File: src/rtl/uart9_pkg.sv
package uart9_pkg;
  typedef enum logic [1:0] {
    SH_IDLE = 2'd0,
    SH_DATA = 2'd1,
    SH_BRK  = 2'd2
  } sh_state_e;
endpackage

File: src/rtl/uart9_ctl.sv
module uart9_ctl #(
  parameter int CTL_W   = 8,
  parameter int NINE_POS = 6,
  parameter int DIR_POS  = 5,
  parameter int INV_POS  = 4
) (
  input  logic             clk_i,
  input  logic             rst_ni,
  input  logic             wr_i,
  input  logic [CTL_W-1:0] wdata_i,
  output logic             nine_o,
  output logic             dir_o,
  output logic             inv_o
);
  logic nine_q, dir_q, inv_q;
  logic nine_d, dir_d, inv_d;

  always_comb begin
    nine_d = nine_q;
    dir_d  = dir_q;
    inv_d  = inv_q;
    if (wr_i) begin
      nine_d = wdata_i[NINE_POS];
      dir_d  = wdata_i[DIR_POS];
      inv_d  = wdata_i[INV_POS];
    end
  end

  always_ff @(posedge clk_i or negedge rst_ni) begin
    if (!rst_ni) begin
      nine_q <= 1'b0;
      dir_q  <= 1'b0;
      inv_q  <= 1'b0;
    end else begin
      nine_q <= nine_d;
      dir_q  <= dir_d;
      inv_q  <= inv_d;
    end
  end

  assign nine_o = nine_q;
  assign dir_o  = dir_q;
  assign inv_o  = inv_q;
endmodule

File: src/rtl/uart9_txbuf.sv
module uart9_txbuf #(
  parameter int DATA_W = 8
) (
  input  logic              clk_i,
  input  logic              rst_ni,
  input  logic              wr_i,
  input  logic [DATA_W-1:0] data_i,
  input  logic              nine_i,
  input  logic              take_i,
  output logic              full_o,
  output logic [DATA_W:0]   word_o,
  output logic              empty_flag_o
);
  logic            full_q, full_d;
  logic            flag_q, flag_d;
  logic [DATA_W:0] word_q, word_d;

  always_comb begin
    full_d = full_q;
    flag_d = flag_q;
    word_d = word_q;
    if (take_i) begin
      full_d = 1'b0;
      flag_d = 1'b1;
    end
    if (wr_i) begin
      full_d = 1'b1;
      flag_d = 1'b0;
      word_d = {nine_i, data_i};
    end
  end

  always_ff @(posedge clk_i or negedge rst_ni) begin
    if (!rst_ni) begin
      full_q <= 1'b0;
      flag_q <= 1'b1;
      word_q <= '0;
    end else begin
      full_q <= full_d;
      flag_q <= flag_d;
      if (wr_i) word_q <= word_d;
    end
  end

  assign full_o       = full_q;
  assign word_o       = word_q;
  assign empty_flag_o = flag_q;
endmodule

File: src/rtl/uart9_shifter.sv
module uart9_shifter
  import uart9_pkg::*;
#(
  parameter int DATA_W = 8,
  parameter int OVS    = 16
) (
  input  logic            clk_i,
  input  logic            rst_ni,
  input  logic            tick_i,
  input  logic            nine_mode_i,
  input  logic            brk_req_i,
  input  logic            buf_full_i,
  input  logic [DATA_W:0] buf_word_i,
  output logic            take_o,
  output logic            busy_o,
  output logic            line_o
);
  localparam int SH_W  = DATA_W + 3;
  localparam int CNT_W = (OVS > 1) ? $clog2(OVS) : 1;
  localparam int BIT_W = $clog2(SH_W + 1);
  localparam logic [BIT_W-1:0] LAST_LONG  = BIT_W'(SH_W - 1);
  localparam logic [BIT_W-1:0] LAST_SHORT = BIT_W'(SH_W - 2);
  localparam logic [CNT_W-1:0] TICK_LAST  = CNT_W'(OVS - 1);

  sh_state_e        state_q, state_d;
  logic [SH_W-1:0]  shreg_q, shreg_d;
  logic [CNT_W-1:0] tick_q, tick_d;
  logic [BIT_W-1:0] bit_q, bit_d;
  logic [BIT_W-1:0] last_q, last_d;
  logic             take;
  logic             ninth_val;

  assign take      = (state_q == SH_IDLE) && !brk_req_i && buf_full_i;
  assign ninth_val = nine_mode_i ? buf_word_i[DATA_W] : 1'b1;

  always_comb begin
    state_d = state_q;
    shreg_d = shreg_q;
    tick_d  = tick_q;
    bit_d   = bit_q;
    last_d  = last_q;
    case (state_q)
      SH_IDLE: begin
        if (brk_req_i || buf_full_i) begin
          state_d = brk_req_i ? SH_BRK : SH_DATA;
          tick_d  = '0;
          bit_d   = '0;
          last_d  = nine_mode_i ? LAST_LONG : LAST_SHORT;
          if (!brk_req_i) begin
            shreg_d = {1'b1, ninth_val, buf_word_i[DATA_W-1:0], 1'b0};
          end
        end
      end
      default: begin
        if (tick_i) begin
          if (tick_q == TICK_LAST) begin
            tick_d  = '0;
            shreg_d = {1'b1, shreg_q[SH_W-1:1]};
            if (bit_q == last_q) begin
              if (state_q == SH_BRK && brk_req_i) begin
                bit_d  = '0;
                last_d = nine_mode_i ? LAST_LONG : LAST_SHORT;
              end else begin
                state_d = SH_IDLE;
              end
            end else begin
              bit_d = bit_q + BIT_W'(1);
            end
          end else begin
            tick_d = tick_q + CNT_W'(1);
          end
        end
      end
    endcase
  end

  always_ff @(posedge clk_i or negedge rst_ni) begin
    if (!rst_ni) begin
      state_q <= SH_IDLE;
      shreg_q <= '1;
      tick_q  <= '0;
      bit_q   <= '0;
      last_q  <= LAST_SHORT;
    end else begin
      state_q <= state_d;
      shreg_q <= shreg_d;
      tick_q  <= tick_d;
      bit_q   <= bit_d;
      last_q  <= last_d;
    end
  end

  always_comb begin
    case (state_q)
      SH_DATA: line_o = shreg_q[0];
      SH_BRK:  line_o = 1'b0;
      default: line_o = 1'b1;
    endcase
  end

  assign take_o = take;
  assign busy_o = (state_q != SH_IDLE);
endmodule

File: src/rtl/uart9_tx.sv
module uart9_tx #(
  parameter int DATA_W = 8,
  parameter int OVS    = 16
) (
  input  logic              clk_i,
  input  logic              rst_ni,
  input  logic              baud_tick_i,
  input  logic              nine_bit_i,
  input  logic              sw_loop_i,
  input  logic              sw_src_i,
  input  logic              ctl_wr_i,
  input  logic [7:0]        ctl_i,
  input  logic              dat_wr_i,
  input  logic [DATA_W-1:0] dat_i,
  input  logic              brk_req_i,
  output logic              tx_o,
  output logic              tx_oe_o,
  output logic              rx_loop_o,
  output logic              tde_o
);
  logic            nine_bit, dir_out, inv;
  logic            buf_full, take, busy, line;
  logic [DATA_W:0] buf_word;

  uart9_ctl #(.CTL_W(8)) u_ctl (
    .clk_i   (clk_i),
    .rst_ni  (rst_ni),
    .wr_i    (ctl_wr_i),
    .wdata_i (ctl_i),
    .nine_o  (nine_bit),
    .dir_o   (dir_out),
    .inv_o   (inv)
  );

  uart9_txbuf #(.DATA_W(DATA_W)) u_buf (
    .clk_i        (clk_i),
    .rst_ni       (rst_ni),
    .wr_i         (dat_wr_i),
    .data_i       (dat_i),
    .nine_i       (nine_bit),
    .take_i       (take),
    .full_o       (buf_full),
    .word_o       (buf_word),
    .empty_flag_o (tde_o)
  );

  uart9_shifter #(.DATA_W(DATA_W), .OVS(OVS)) u_sh (
    .clk_i       (clk_i),
    .rst_ni      (rst_ni),
    .tick_i      (baud_tick_i),
    .nine_mode_i (nine_bit_i),
    .brk_req_i   (brk_req_i),
    .buf_full_i  (buf_full),
    .buf_word_i  (buf_word),
    .take_o      (take),
    .busy_o      (busy),
    .line_o      (line)
  );

  assign tx_o      = line ^ inv;
  assign rx_loop_o = line;
  assign tx_oe_o   = !(sw_loop_i && sw_src_i && !dir_out);
endmodule

File: config.mk
export PLATFORM = sky130hd
export DESIGN_NAME = uart9_tx
export DESIGN_NICKNAME = d
export VERILOG_FILES = /design/src/rtl/uart9_pkg.sv /design/src/rtl/uart9_ctl.sv /design/src/rtl/uart9_txbuf.sv /design/src/rtl/uart9_shifter.sv /design/src/rtl/uart9_tx.sv
export SDC_FILE = /design/constraint.sdc
export NUM_CORES = 1
export LEC_CHECK = 0
export BUFFER_PORTS_ARGS = -buffer_cell sky130_fd_sc_hd__buf_4
export CAP_MARGIN = 20
export CORE_MARGIN = 2
export CORE_UTILIZATION = 55
export DETAILED_ROUTE_END_ITERATION = 8
export PLACE_DENSITY_LB_ADDON = 0.2
export SYNTH_ARGS = -nofsm -noshare
export SYNTH_HDL_FRONTEND = slang
export SYNTH_SLANG_ARGS = --single-unit
File: constraint.sdc
create_clock -name clk_i -period 2.4 [get_ports clk_i]
set_clock_uncertainty 0.1 [all_clocks]
set_input_delay 0.48 -clock clk_i [delete_from_list [all_inputs] [get_ports clk_i]]
set_output_delay 0.48 -clock clk_i [all_outputs]
set_load 0.01 [all_outputs]
Yosys cells after proc, flatten, opt, wreduce, memory -nomap -nowiden
Index checks and enable logic that the tools add are counted.
Widths: inputs -> output; s select.
{"block": "op_classes", "eq_ne": 8, "mux": 34, "reduce_logical": 20, "bitwise": 1, "addsub": 2}
{"operator": "$mux 4", "count": 15}
{"operator": "$mux 11", "count": 5}
{"operator": "$mux 2", "count": 8}
{"operator": "$reduce_and 5->1", "count": 2}
{"operator": "$reduce_bool 2->1", "count": 5}
{"operator": "$add 4x1->4 const B", "count": 2}
{"operator": "$reduce_and 4->1", "count": 2}
{"operator": "$logic_and 1x1->1", "count": 5}
{"operator": "$mux 1", "count": 5}
{"operator": "$eq 4x4->1", "count": 1}
{"operator": "$eq 4x4->1 const B", "count": 1}
{"operator": "$ne 2x2->1 const B", "count": 2}
{"operator": "$logic_not 1->1", "count": 3}
{"operator": "$ne 3x2->1 const B", "count": 1}
{"operator": "$eq 2x1->1 const B", "count": 1}
{"operator": "$eq 2x2->1 const B", "count": 1}
{"operator": "$logic_not 2->1", "count": 1}
{"operator": "$ne 2x1->1 const B", "count": 1}
{"operator": "$pmux 1 s2", "count": 1}
{"operator": "$reduce_and 2->1", "count": 1}
{"operator": "$logic_or 1x1->1", "count": 1}
{"operator": "$xor 1x1->1", "count": 1}
{"block": "totals", "out_inout_bits": 4, "register_bits": 39}

Logic depth before layout (Yosys ltp)
Gate-level depths: netlist (run 1).
{"block": "logic_depth", "ltp_word": 7, "ltp_mapped": 7, "mapped_depth_nobuf": 5}

Cells and area by module
Synthesis (run 1) repeated with hierarchy kept, for this count alone.
{"block": "hier_totals", "cells_unflattened": 153, "hier_area_um2": 1766.7}
{"module": "uart9_shifter", "n_inst": 1, "area_each_um2": 1202.4, "cells_per_inst": 120}
{"module": "uart9_txbuf", "n_inst": 1, "area_each_um2": 439.2, "cells_per_inst": 25}
{"module": "uart9_ctl", "n_inst": 1, "area_each_um2": 108.9, "cells_per_inst": 6}
{"module": "uart9_tx", "n_inst": 1, "area_each_um2": 16.3, "cells_per_inst": 2}

Worst setup path after synthesis (run 1)
Ideal clock, no wire load.
{"block": "synth_timing", "path_type": "flip-flop to flip-flop", "startpoint": "reg u_sh.state_q[0]", "endpoint": "reg u_sh.shreg_q[1]", "n_path_buf": 3, "path_stages_with_launch": 8, "arrival_ps": 1709, "setup_slack_ps": 509, "synth_period_minus_slack_ps": 1891, "cell_sequence": "dfrtp_1 buf_6 or2_0 clkbuf_2 a211o_1 buf_6 nor2_8 mux2_2"}
{"block": "synth_via", "elab_chain_len": 3, "word_cells_on_any_way": 7, "cone_classes": "eq/ne (2); mux (1); reduce/logical (4)"}
{"element": "from (decl)", "line_no": "uart9_shifter.sv:25", "text": "sh_state_e state_q, state_d;"}
{"element": "from (signal assigned)", "line_no": "uart9_shifter.sv:85", "text": "state_q <= state_d;"}
{"element": "$logic_not 2->1 (*)", "line_no": "uart9_shifter.sv:42", "text": "case (state_q)"}
{"element": "$ne 2x2->1 (no line) / $reduce_bool 2->1 (equally long branches)"}
{"element": "$reduce_and 4->1 (no line)"}
{"element": "to (signal assigned)", "line_no": "uart9_shifter.sv:86", "text": "shreg_q <= shreg_d;"}
{"element": "to (decl)", "line_no": "uart9_shifter.sv:26", "text": "logic [SH_W-1:0] shreg_q, shreg_d;"}
Mark *: on every way between the ends. The rest lies on a longest branch, timed or not.
A chain may end at the register's enable or synchronous reset.

Worst setup path after layout (run 1)
{"block": "layout_timing", "startpoint": "reg u_sh.state_q[1]", "endpoint": "out tx_o"}
{"block": "layout_via", "elab_chain_len": 3, "word_cells_on_any_way": 4, "cone_classes": "eq/ne (2); mux (1); bitwise (1)"}
{"element": "$eq 2x2->1 / $eq 2x1->1 (equally long branches)", "line_no": "uart9_shifter.sv:94", "text": "case (state_q)"}
{"element": "$pmux 1 s2 (*)", "line_no": "uart9_shifter.sv:94"}
{"element": "$xor 1x1->1 (*)", "line_no": "uart9_tx.sv:60", "text": "assign tx_o = line ^ inv;"}
{"element": "to (decl)", "line_no": "uart9_tx.sv:16", "text": "output logic tx_o,"}
Marks and branches as above.

==> results of run 1 <==
Yosys cell counts (2+ instances only):
| master | instances | area share [%] |
|---|---|---|
| nor4_1 | 2 | 0.73 |
| xnor2_1 | 2 | 1.0 |
| ha_1 | 2 | 1.5 |
| mux2_2 | 21 | 14 |
| o21ai_0 | 8 | 2.3 |
| nor2_1 | 9 | 2.0 |
| nor3b_1 | 2 | 0.87 |
| a21o_1 | 3 | 1.3 |
| nand3b_1 | 2 | 0.87 |
| nand2_1 | 30 | 6.5 |
| nand3_1 | 7 | 2.0 |
| nand2b_1 | 3 | 1.1 |
| mux2i_1 | 2 | 1.2 |
| dfstp_2 | 12 | 18 |
| dfrtp_1 | 24 | 35 |
| buf_6 | 2 | 1.3 |
| clkbuf_1 | 3 | 0.65 |
| nor2b_1 | 2 | 0.73 |
worst max path at each step:
stage,cells after the start,endpoint,slack (ns)
2_1_floorplan,7,u_sh.shreg_q[1],0.51
6_report,4,tx_o,0.33
5_1_grt,4,tx_o,0.22
4_1_cts,4,tx_o,0.30
3_5_place_dp,5,u_sh.last_q[1],0.39
3_3_place_gp,5,u_sh.last_q[1],0.41
sequential cells by signal, summed over array words and instances, names as in the netlist, 2 cells and up:
register,flops
u_sh.tick_q,4
u_sh.last_q,2
u_sh.shreg_q,10
u_buf.word_o,9
u_sh.bit_q,4
u_sh.state_q,2
kinds of logic (layout without fill, tap and decap cells):
group	count (synthesis)	in the layout	share of synthesized area, %
and+or+nand+nor	61	61	16.98
DFF	36	36	53.12
muxes	24	24	15.75
xor gates and xnor gates	3	3	1.524
buffers and inverters	8	37	2.757
adders and majority gates	2	2	1.451
AOI/OAI and AO/OA	21	21	8.419
critical path: stages (launching register included):
cell	delay, ns
dfrtp_1	0.51
nor2_1	0.09
mux2i_1	0.24
xor2_1	0.17
buf_4	0.14
routing by layer:
layer	routed length, um	track usage (%)	up-vias	part of all wire [%]
met4	61	8.571	0	1.9
met3	84	5.195	7	2.6
li1	-	-	596	-
met5	0	0	-	0
met1	1401	25.56	605	44
met2	1623	33.85	13	51
cell type report:
class                      instances  area [um2]  share of cell area, %
clock buffer                       6       51.30                  2.553
clock inverter                     2       10.01                 0.4981
timing repair buffer              28       212.7                  10.59
inverter                           1       3.754                 0.1868
multi-input combinational        111       760.7                  37.86
tap                               44       55.05                  2.740
sequential                        36       915.9                  45.58
metrics by stage:
step,util (%),instances,worst slack (ns)
final,66.36,228,0.3261
after floorplan,-,155,0.5091
after detailed placement,64.01,219,0.3874
after global placement,64.01,219,0.4053
after CTS,66.36,228,0.3035
after global routing,66.36,228,0.2181
power by group:
group,switching (mW),leakage [nW],internal [mW],total [mW]
clock,0.201,0.0380,0.139,0.340
combinational,0.245,0.456,0.287,0.532
sequential,0.126,0.414,0.819,0.945
total,0.572,0.908,1.24,1.82
==> impl_metrics.csv, run 1 <==
group,metric,value,unit
synth,yosys_warnings,0,
power_and_ir_drop,p_leak,0.9081,nW
cts,numCtsBuffers,5,
run,max_cap_violations,0,
finish,nNetsFinal,210,
sta,hold_viol_final,0,
worst_setup_path,crit_fanout,9,
worst_setup_path,crit_start,"u_sh.state_q[1]",
finish,final_cell_mix,"nand2_1, buf_4, dfrtp_1",
cts,root_buffer,"clkbuf_4",
synth,ys.flop_type,"dfrtp_1",
sta,tns,0,ns
cts,clock_latency,0.35,ns
sta,period_share,86.41,%
synth,syn_avg_cell_area,11.12,um2
die,fp.dieW,59.99,um
power_and_ir_drop,p_total,1.817,mW
place,dpl.hpwl,2229,um
routing,drc,0,
sta,slew_headroom,70.24,%
routing,vias,1221,
place,placed_cell_area,1938,um2
power_and_ir_drop,power.density,904.3,nW/um2
synth,netlist_area,1724,um2
worst_setup_path,r2r-end,"u_sh.shreg_q[3]",
sta,period_minus_slack,2.074,ns
global_routing,grt_overflow,0,
routing,drtIter0Drc,51,
worst_setup_path,start_kind,"flip-flop",
worst_setup_path,required,1.82,ns
worst_setup_path,crit_path_end_kind,"output pin",
sta,setup_viol,0,
synth,synthCells,155,
finish,n_fill_cell,247,
worst_setup_path,worstReg2RegStart,"u_sh.tick_q[0]",
sta,final-max-slew-violation-count,0,
synth,synth_edf_count,0,
cts,htreeDepth,2,
hold_path,min_from,"nine_bit_i",
die,die_y,59.99,um
sta,holdWs,0.1919,ns
global_routing,grt_usage,20.54,%
worst_setup_path,worstPathArrival,1.49,ns
cts,hold_buffers,1,
worst_setup_path,reg2regPathDepth,5,
synth,synth_cell_types,37,
worst_setup_path,r2r_slack,0.37,ns
cts,postCtsSetupRepairBufs,0,
global_routing,grt_pass1_vias,1192,
finish,syn2layout_area_growth,16.55,%
routing,viasPerCell,5.355,
die,start_util,56.94,%
global_routing,grt_max_degree,37,
cts,cts_buffer_depth,2,
routing,antenna_left,0,
synth,ys_ff_latch,36,
die,die_area,3599,um2
hold_path,min_to,"u_sh.last_q[0]",
die,io_pins,29,
routing,avgRoutedWirePerCell,13.91,um
cts,post_cts_resized,0,
synth,async_flop_share,100.0,%
finish,final_cell_area,2009,um2
global_routing,grt_first_pass_wirelength,5347,um
place,place.gp.congestion,0.8248,
routing,first_pass_iters,6,
cts,numClockSinks,36,
worst_setup_path,path_class,"reg -> out",
sta,worst_pin_slew,0.4464,ns
finish,n_antenna_cell,0,
global_routing,antenna_found_initial,0,
sta,rsz0062_at_grt,"no",
routing,routed_wl,3171,um
power_and_ir_drop,peakVddDrop,0.5020,mV
die,rows,20,
sta,fmax,482.2,MHz
synth,ys_seq_area_share,53.12,%
place,io_buffers,23,
hold_path,min_path_cells,2,
hold_path,hp-class,"in -> reg",
synth,synth_nets,182,
run_status,status,"completed",
die,core,3028,um2
finish,layout_commonest_cell,"nand2_1",
finish,layout-drive-gt1-share,38.59,%
cts,clkTransAtPathRegs,0.11,ns
cts,cts_tree,"built",
No activity file was read; power rests on OpenSTA's default activity.
==> run 2, diff against run 1 <==
--- a/config.mk
+++ b/config.mk
@@ -6,9 +6,10 @@
 export NUM_CORES = 1
 export LEC_CHECK = 0
 export BUFFER_PORTS_ARGS = -buffer_cell sky130_fd_sc_hd__buf_4
-export CAP_MARGIN = 20
+export CAP_MARGIN = 0
 export CORE_MARGIN = 2
-export CORE_UTILIZATION = 55
+export CORE_UTILIZATION = 57
+export CTS_BUF_LIST = sky130_fd_sc_hd__clkbuf_8
 export DETAILED_ROUTE_END_ITERATION = 8
 export PLACE_DENSITY_LB_ADDON = 0.2
 export SYNTH_ARGS = -nofsm -noshare
==> constraint.sdc (replaced) <==
create_clock -name clk_i -period 2.2 [get_ports clk_i]
set_clock_uncertainty 0.1 [all_clocks]
set_input_delay 0.44 -clock clk_i [delete_from_list [all_inputs] [get_ports clk_i]]
set_output_delay 0.44 -clock clk_i [all_outputs]
set_load 0.01 [all_outputs]
==> impl_metrics.csv, run 2 (synthesized netlist as in run 1, its figures left out) <==
group,metric,value,unit
finish,largest_reg_flops,10,
sta,setup_viol,0,
run_status,status,"finished with violations",
worst_setup_path,worstReg2RegStart,"u_sh.tick_q[0]",
routing,avgRoutedWirePerCell,14.71,um
power_and_ir_drop,combPwrFrac,24.1,%
routing,routed_wl,3148,um
routing,antenna_left,0,
cts,numCtsBuffers,5,
global_routing,grt_first_pass_wirelength,5326,um
finish,n_fill_cell,186,
place,io_buffers,23,
global_routing,grt_use_met3,6.987,%
worst_setup_path,r2r_slack,0.21,ns
finish,layout_commonest_cell,"nand2_1",
sta,rsz0062_at_grt,"no",
sta,period_share,90.57,%
sta,worst_pin_slew,0.4387,ns
finish,syn2layout_area_growth,20.68,%
power_and_ir_drop,pwr-share-clk,33.2,%
worst_setup_path,worstPathArrival,2.11,ns
worst_setup_path,path_cells,"ha_1, nand3_1, a211o_1, nor2_8, mux2_2",
run_status,violations,"hold timing",
finish,nNetsFinal,209,
global_routing,grt_max_degree,37,
cts,hold_buffers,0,
place,preCtsSetupSlack,0.2075,ns
cts,post_cts_resized,0,
cts,numClockSinks,36,
finish,final_util,74.17,%
place,dpl.hpwl,2172,um
sta,final-max-slew-violation-count,0,
global_routing,grt_use_met1,23.77,%
finish,n_antenna_cell,0,
cts,htreeDepth,2,
power_and_ir_drop,p_sw_share,26.74,%
sta,slew_headroom,70.75,%
run,max_cap_violations,0,
sta,fmax,501.9,MHz
power_and_ir_drop,p_total,2.420,mW
sta,period_minus_slack,1.992,ns
die,fp.dieW,59,um
finish,layout-drive-gt1-share,38.80,%
cts,clkTransAtPathRegs,0.07,ns
worst_setup_path,required,2.32,ns
die,die_y,59,um
global_routing,grt_pass1_vias,1245,
cts,cts_buffer_depth,2,
worst_setup_path,r2r-end,"u_sh.shreg_q[7]",
global_routing,grt_usage,20.94,%
global_routing,grt_overflow,0,
power_and_ir_drop,power_switching,647.2,uW
die,die_area,3481,um2
worst_setup_path,start_kind,"flip-flop",
global_routing,grt_util_met2,36.19,%
routing,viasPerCell,5.682,
sta,hold_viol_final,19,
worst_setup_path,crit_path_end_kind,"flip-flop",
finish,stdcell_count,214,
sta,setup_ws,0.2075,ns
routing,drc,0,
power_and_ir_drop,p_leak,0.9443,nW
worst_setup_path,worst_path_largest_cell_delay,0.48,ns
finish,seq_area,915.9,um2
cts,postCtsSetupRepairBufs,0,
cts,clock_latency,0.29,ns
power_and_ir_drop,power.density,1163,nW/um2
die,start_util,61.46,%
routing,first_pass_iters,4,
routing,vias,1216,
worst_setup_path,critPathSlowestCell,"a211o_1",
die,rows,19,
finish,final_cell_area,2081,um2
worst_setup_path,reg2regPathDepth,5,
global_routing,busiest_layer,"met2",
finish,multi_input_area,760.7,um2
power_and_ir_drop,p_seq_share,42.8,%
sta,tns,0,ns
cts,cts_tree,"built",
power_and_ir_drop,peakVddDrop,0.6781,mV
cts,root_buffer,"clkbuf_8",
place,place.gp.congestion,0.8507,
sta,holdWs,-0.007774,ns
worst_setup_path,path_class,"reg -> reg",
global_routing,antenna_found_initial,0,
routing,drtIter0Drc,53,
place,dp_cells,206,
finish,top_register,"u_sh.shreg_q",
die,io_pins,29,
hold_path,hp-class,"in -> async",
finish,final_cell_mix,"nand2_1, buf_4, dfrtp_1",
power_and_ir_drop,p_int,1.773,mW
place,placed_cell_area,1922,um2
worst_setup_path,crit_fanout,10,
die,core,2805,um2
==> run 2: layout make-up <==
type / count / share of cell area, %
Inverter: 1 / 0.1804
Tap cell: 31 / 1.864
Sequential cell: 36 / 44.02
Clock inverter: 3 / 4.330
Timing Repair Buffer: 27 / 9.741
Multi-Input combinational cell: 111 / 36.56
Clock buffer: 5 / 3.307
==> run 2: worst max path at each step <==
stage	cells past startpoint	slack, ns	end	from
floorplan	7	0.31	u_sh.shreg_q[1]	u_sh.state_q[0]
global placement	5	0.26	u_sh.last_q[1]	brk_req_i
detailed placement	5	0.21	u_sh.shreg_q[7]	u_sh.tick_q[0]
CTS	5	0.18	u_sh.shreg_q[7]	u_sh.tick_q[0]
global route	5	0.11	u_sh.shreg_q[8]	u_sh.tick_q[0]
finish	5	0.21	u_sh.shreg_q[7]	u_sh.tick_q[0]
==> run 2: layer usage <==
layer	vias to the layer above	part of all wire (%)
met2	23	52
met4	0	1.8
li1	591	-
met3	8	3.4
met1	594	43
met5	-	0
==> run 2: worst max-delay path: cells and delay by family, from the launching register on <==
| family | cells | cell delay, ns |
|---|---|---|
| AO/OA/AOI/OAI | 1 | 0.48 |
| flip-flops | 1 | 0.39 |
| AND/OR/NAND/NOR | 2 | 0.37 |
| multiplexers | 1 | 0.36 |
| adder cells (fa/ha/maj) | 1 | 0.22 |
==> run 2: power groups by stage <==
stage / Clock (mW) / Combinational (mW) / Sequential (mW)
final: 0.803 / 0.583 / 1.03
after global routing: 0.841 / 0.648 / 1.06
after CTS: 0.815 / 0.589 / 1.03
after detailed placement: 0 / 0.582 / 1.04
after global placement: 0 / 0.558 / 1.03
after floorplan: 0 / 0.472 / 0.983
==> run 3, diff against run 2 <==
--- a/config.mk
+++ b/config.mk
@@ -5,10 +5,11 @@
 export SDC_FILE = /design/constraint.sdc
 export NUM_CORES = 1
 export LEC_CHECK = 0
+export ABC_AREA = 1
 export BUFFER_PORTS_ARGS = -buffer_cell sky130_fd_sc_hd__buf_4
 export CAP_MARGIN = 0
 export CORE_MARGIN = 2
-export CORE_UTILIZATION = 57
+export CORE_UTILIZATION = 58
 export CTS_BUF_LIST = sky130_fd_sc_hd__clkbuf_8
 export DETAILED_ROUTE_END_ITERATION = 8
 export PLACE_DENSITY_LB_ADDON = 0.2
==> impl_metrics.csv, run 3 <==
group,metric,value,unit
run_status,status,"completed",
worst_setup_path,path_class,"reg -> out",
sta,rsz0062_at_grt,"no",
finish,seq_area,915.9,um2
power_and_ir_drop,power_switching,909.2,uW
place,placed_cell_area,1968,um2
hold_path,hp-class,"in -> reg",
run,max_cap_violations,0,
cts,htreeDepth,2,
finish,final_cell_mix,"nand2_1, inv_1, dfrtp_1",
finish,largest_reg_flops,10,
global_routing,grt_usage,20.99,%
worst_setup_path,crit_start,"u_sh.state_q[1]",
routing,highest_layer,"met4",
finish,top_register,"u_sh.shreg_q",
routing,met2WireLength,1607,um
die,die_area,3538,um2
cts,post_cts_resized,0,
routing,routed_wl,3207,um
routing,drc,0,
place,dp_cells,254,
global_routing,grt_pass1_vias,1318,
routing,avgRoutedWirePerCell,12.19,um
synth,async_flop_share,100.0,%
power_and_ir_drop,power.density,1202,nW/um2
worst_setup_path,start_kind,"flip-flop",
routing,antenna_left,0,
global_routing,antenna_found_initial,0,
routing,met3WireLength,92,um
synth,ys_seq_area_share,51.30,%
worst_setup_path,crit_end,"tx_o",
power_and_ir_drop,peakVddDrop,0.7010,mV
power_and_ir_drop,p_sw_share,36.19,%
worst_setup_path,crit_path_end_kind,"output pin",
place,dpl.hpwl,2340,um
synth,ys.flop_type,"dfrtp_1",
worst_setup_path,required,1.66,ns
routing,vias,1337,
worst_setup_path,worstReg2RegStart,"u_sh.state_q[0]",
place,place.gp.congestion,0.8319,
cts,postCtsSetupRepairBufs,0,
sta,period_share,90.53,%
worst_setup_path,r2r-end,"u_sh.shreg_q[5]",
finish,layout_commonest_cell,"nand2_1",
cts,numClockSinks,36,
finish,multi_input_area,729.5,um2
sta,slew_headroom,58.71,%
synth,synth.area.top_cells,"dfrtp_1, dfstp_2, nand2_1",
die,rows,20,
synth,synth_nets,229,
worst_setup_path,crit_fanout,5,
synth,ys_ff_latch,36,
power_and_ir_drop,pwr-share-clk,23.1,%
synth,netlist_area,1785,um2
global_routing,grt_max_degree,37,
routing,drt-met1-wl,1420,um
cts,root_buffer,"clkbuf_8",
finish,stdcell_count,263,
sta,holdWs,0.2448,ns
power_and_ir_drop,p_int,1.603,mW
die,fp.dieW,59.49,um
finish,n_antenna_cell,0,
sta,period_minus_slack,1.992,ns
hold_path,min_from,"ctl_i[6]",
worst_setup_path,worstPathArrival,1.45,ns
cts,clkTransAtPathRegs,0.07,ns
worst_setup_path,reg2regPathDepth,7,
sta,hold_viol_final,0,
worst_setup_path,r2r_slack,0.48,ns
routing,viasPerCell,5.084,
finish,nNetsFinal,256,
synth,synthCells,202,
cts,cts_buffer_depth,2,
die,core,2978,um2
die,die_y,59.49,um
die,io_pins,29,
synth,yosys_warnings,0,
sta,worst_pin_slew,0.6170,ns
die,start_util,59.96,%
power_and_ir_drop,p_seq_share,43.8,%
power_and_ir_drop,p_leak,1.052,nW
cts,clock_latency,0.30,ns
finish,n_fill_cell,233,
sta,setup_viol,0,
place,io_buffers,23,
sta,fmax,502.1,MHz
sta,final-max-slew-violation-count,0,
cts,numCtsBuffers,5,
synth,synth_cell_types,28,
finish,layout-drive-gt1-share,30.00,%
sta,tns,0,ns
routing,first_pass_iters,4,
synth,synth_edf_count,0,
global_routing,grt_first_pass_wirelength,5382,um
synth,syn_avg_cell_area,8.839,um2
synth,yosysMostFrequentCell,"nand2_1",
synth,yosys-top-cells-count,"nand2_1, dfrtp_1, inv_1",
synth,synth.largest_area_cell,"dfrtp_1",
finish,syn2layout_area_growth,17.03,%
routing,drtIter0Drc,55,
global_routing,grt_overflow,0,
synth,yosys.area.top_type_share,33.64,%
power_and_ir_drop,combPwrFrac,33.1,%
cts,cts_tree,"built",
finish,final_cell_area,2090,um2
## run 3: changes by cell type in the layout (fill, tap and decap cells not counted), moves of 8 or more
cell	change
mux2_2	-20
o21ai_0	+14
o21ai_2	+8
inv_1	+23
nand2_1	+30
## run 3: how the worst min path moves through the flow
| stage | slack (ns) | cells past startpoint | to |
|---|---|---|---|
| CTS | 0.24 | 3 | u_ctl.nine_o |
| floorplan | 0.04 | 0 | u_buf.full_o |
| detailed placement | 0.31 | 1 | u_buf.word_o[5] |
| finish | 0.24 | 3 | u_ctl.nine_o |
| global placement | 0.31 | 1 | u_buf.word_o[3] |
| global route | 0.25 | 3 | u_ctl.nine_o |
## run 3: repair_timing
item,CTS,global route
hold endpoints to repair,24,0
hold buffers,1,0
setup endpoints to repair,0,0
## run 3: routing by layer
metal  GRT usage, %  up-vias
met2          32.81       23
met5              0        -
met4          13.96        0
met1          25.93      612
li1               -      694
met3          4.585        8
## run 3: layout make-up
class / instances / share of cell area, %
flip-flops and latches: 36 / 43.83
multi-input cells: 133 / 34.91
repair buffers: 24 / 8.743
inverters: 29 / 5.210
clock buffers: 5 / 3.293
clock inverters: 3 / 2.036
well taps: 33 / 1.976
## run 3: stage by stage
| stage | utilization, % | power [mW] | setup WS, ns |
|---|---|---|---|
| after floorplan | - | 1.714 | 0.6736 |
| after global placement | 66.09 | 1.874 | 0.5415 |
| after detailed placement | 66.09 | 1.942 | 0.4919 |
| after CTS | 70.17 | 2.530 | 0.2293 |
| after global routing | 70.17 | 2.687 | 0.1108 |
| final | 70.17 | 2.512 | 0.2082 |
## run 3: power groups by stage
stage          clock network, mW  registers, mW  logic [mW]
4_1_cts                    0.590           1.10       0.843
5_1_grt                    0.604           1.13       0.956
6_report                   0.581           1.10       0.832
2_1_floorplan                  0           1.06       0.652
3_3_place_gp                   0           1.09       0.788
3_5_place_dp                   0           1.11       0.836
## run 3: cells by family after synthesis
logic type | count (synthesis) | synth area share, %
buffers and inverters | 33 | 7.849
muxes | 1 | 0.6306
adders and majority gates | 2 | 1.401
xor gates and xnor gates | 3 | 1.472
DFF | 36 | 51.30
AOI/OAI and AO/OA | 39 | 14.16
and+or+nand+nor | 88 | 23.20
## run 3: worst max-delay path, cell delays in order, from the launching register on
cell	delay, ns
dfrtp_1	0.46
o21ai_0	0.27
nand2_1	0.13
xor2_1	0.16
buf_4	0.14
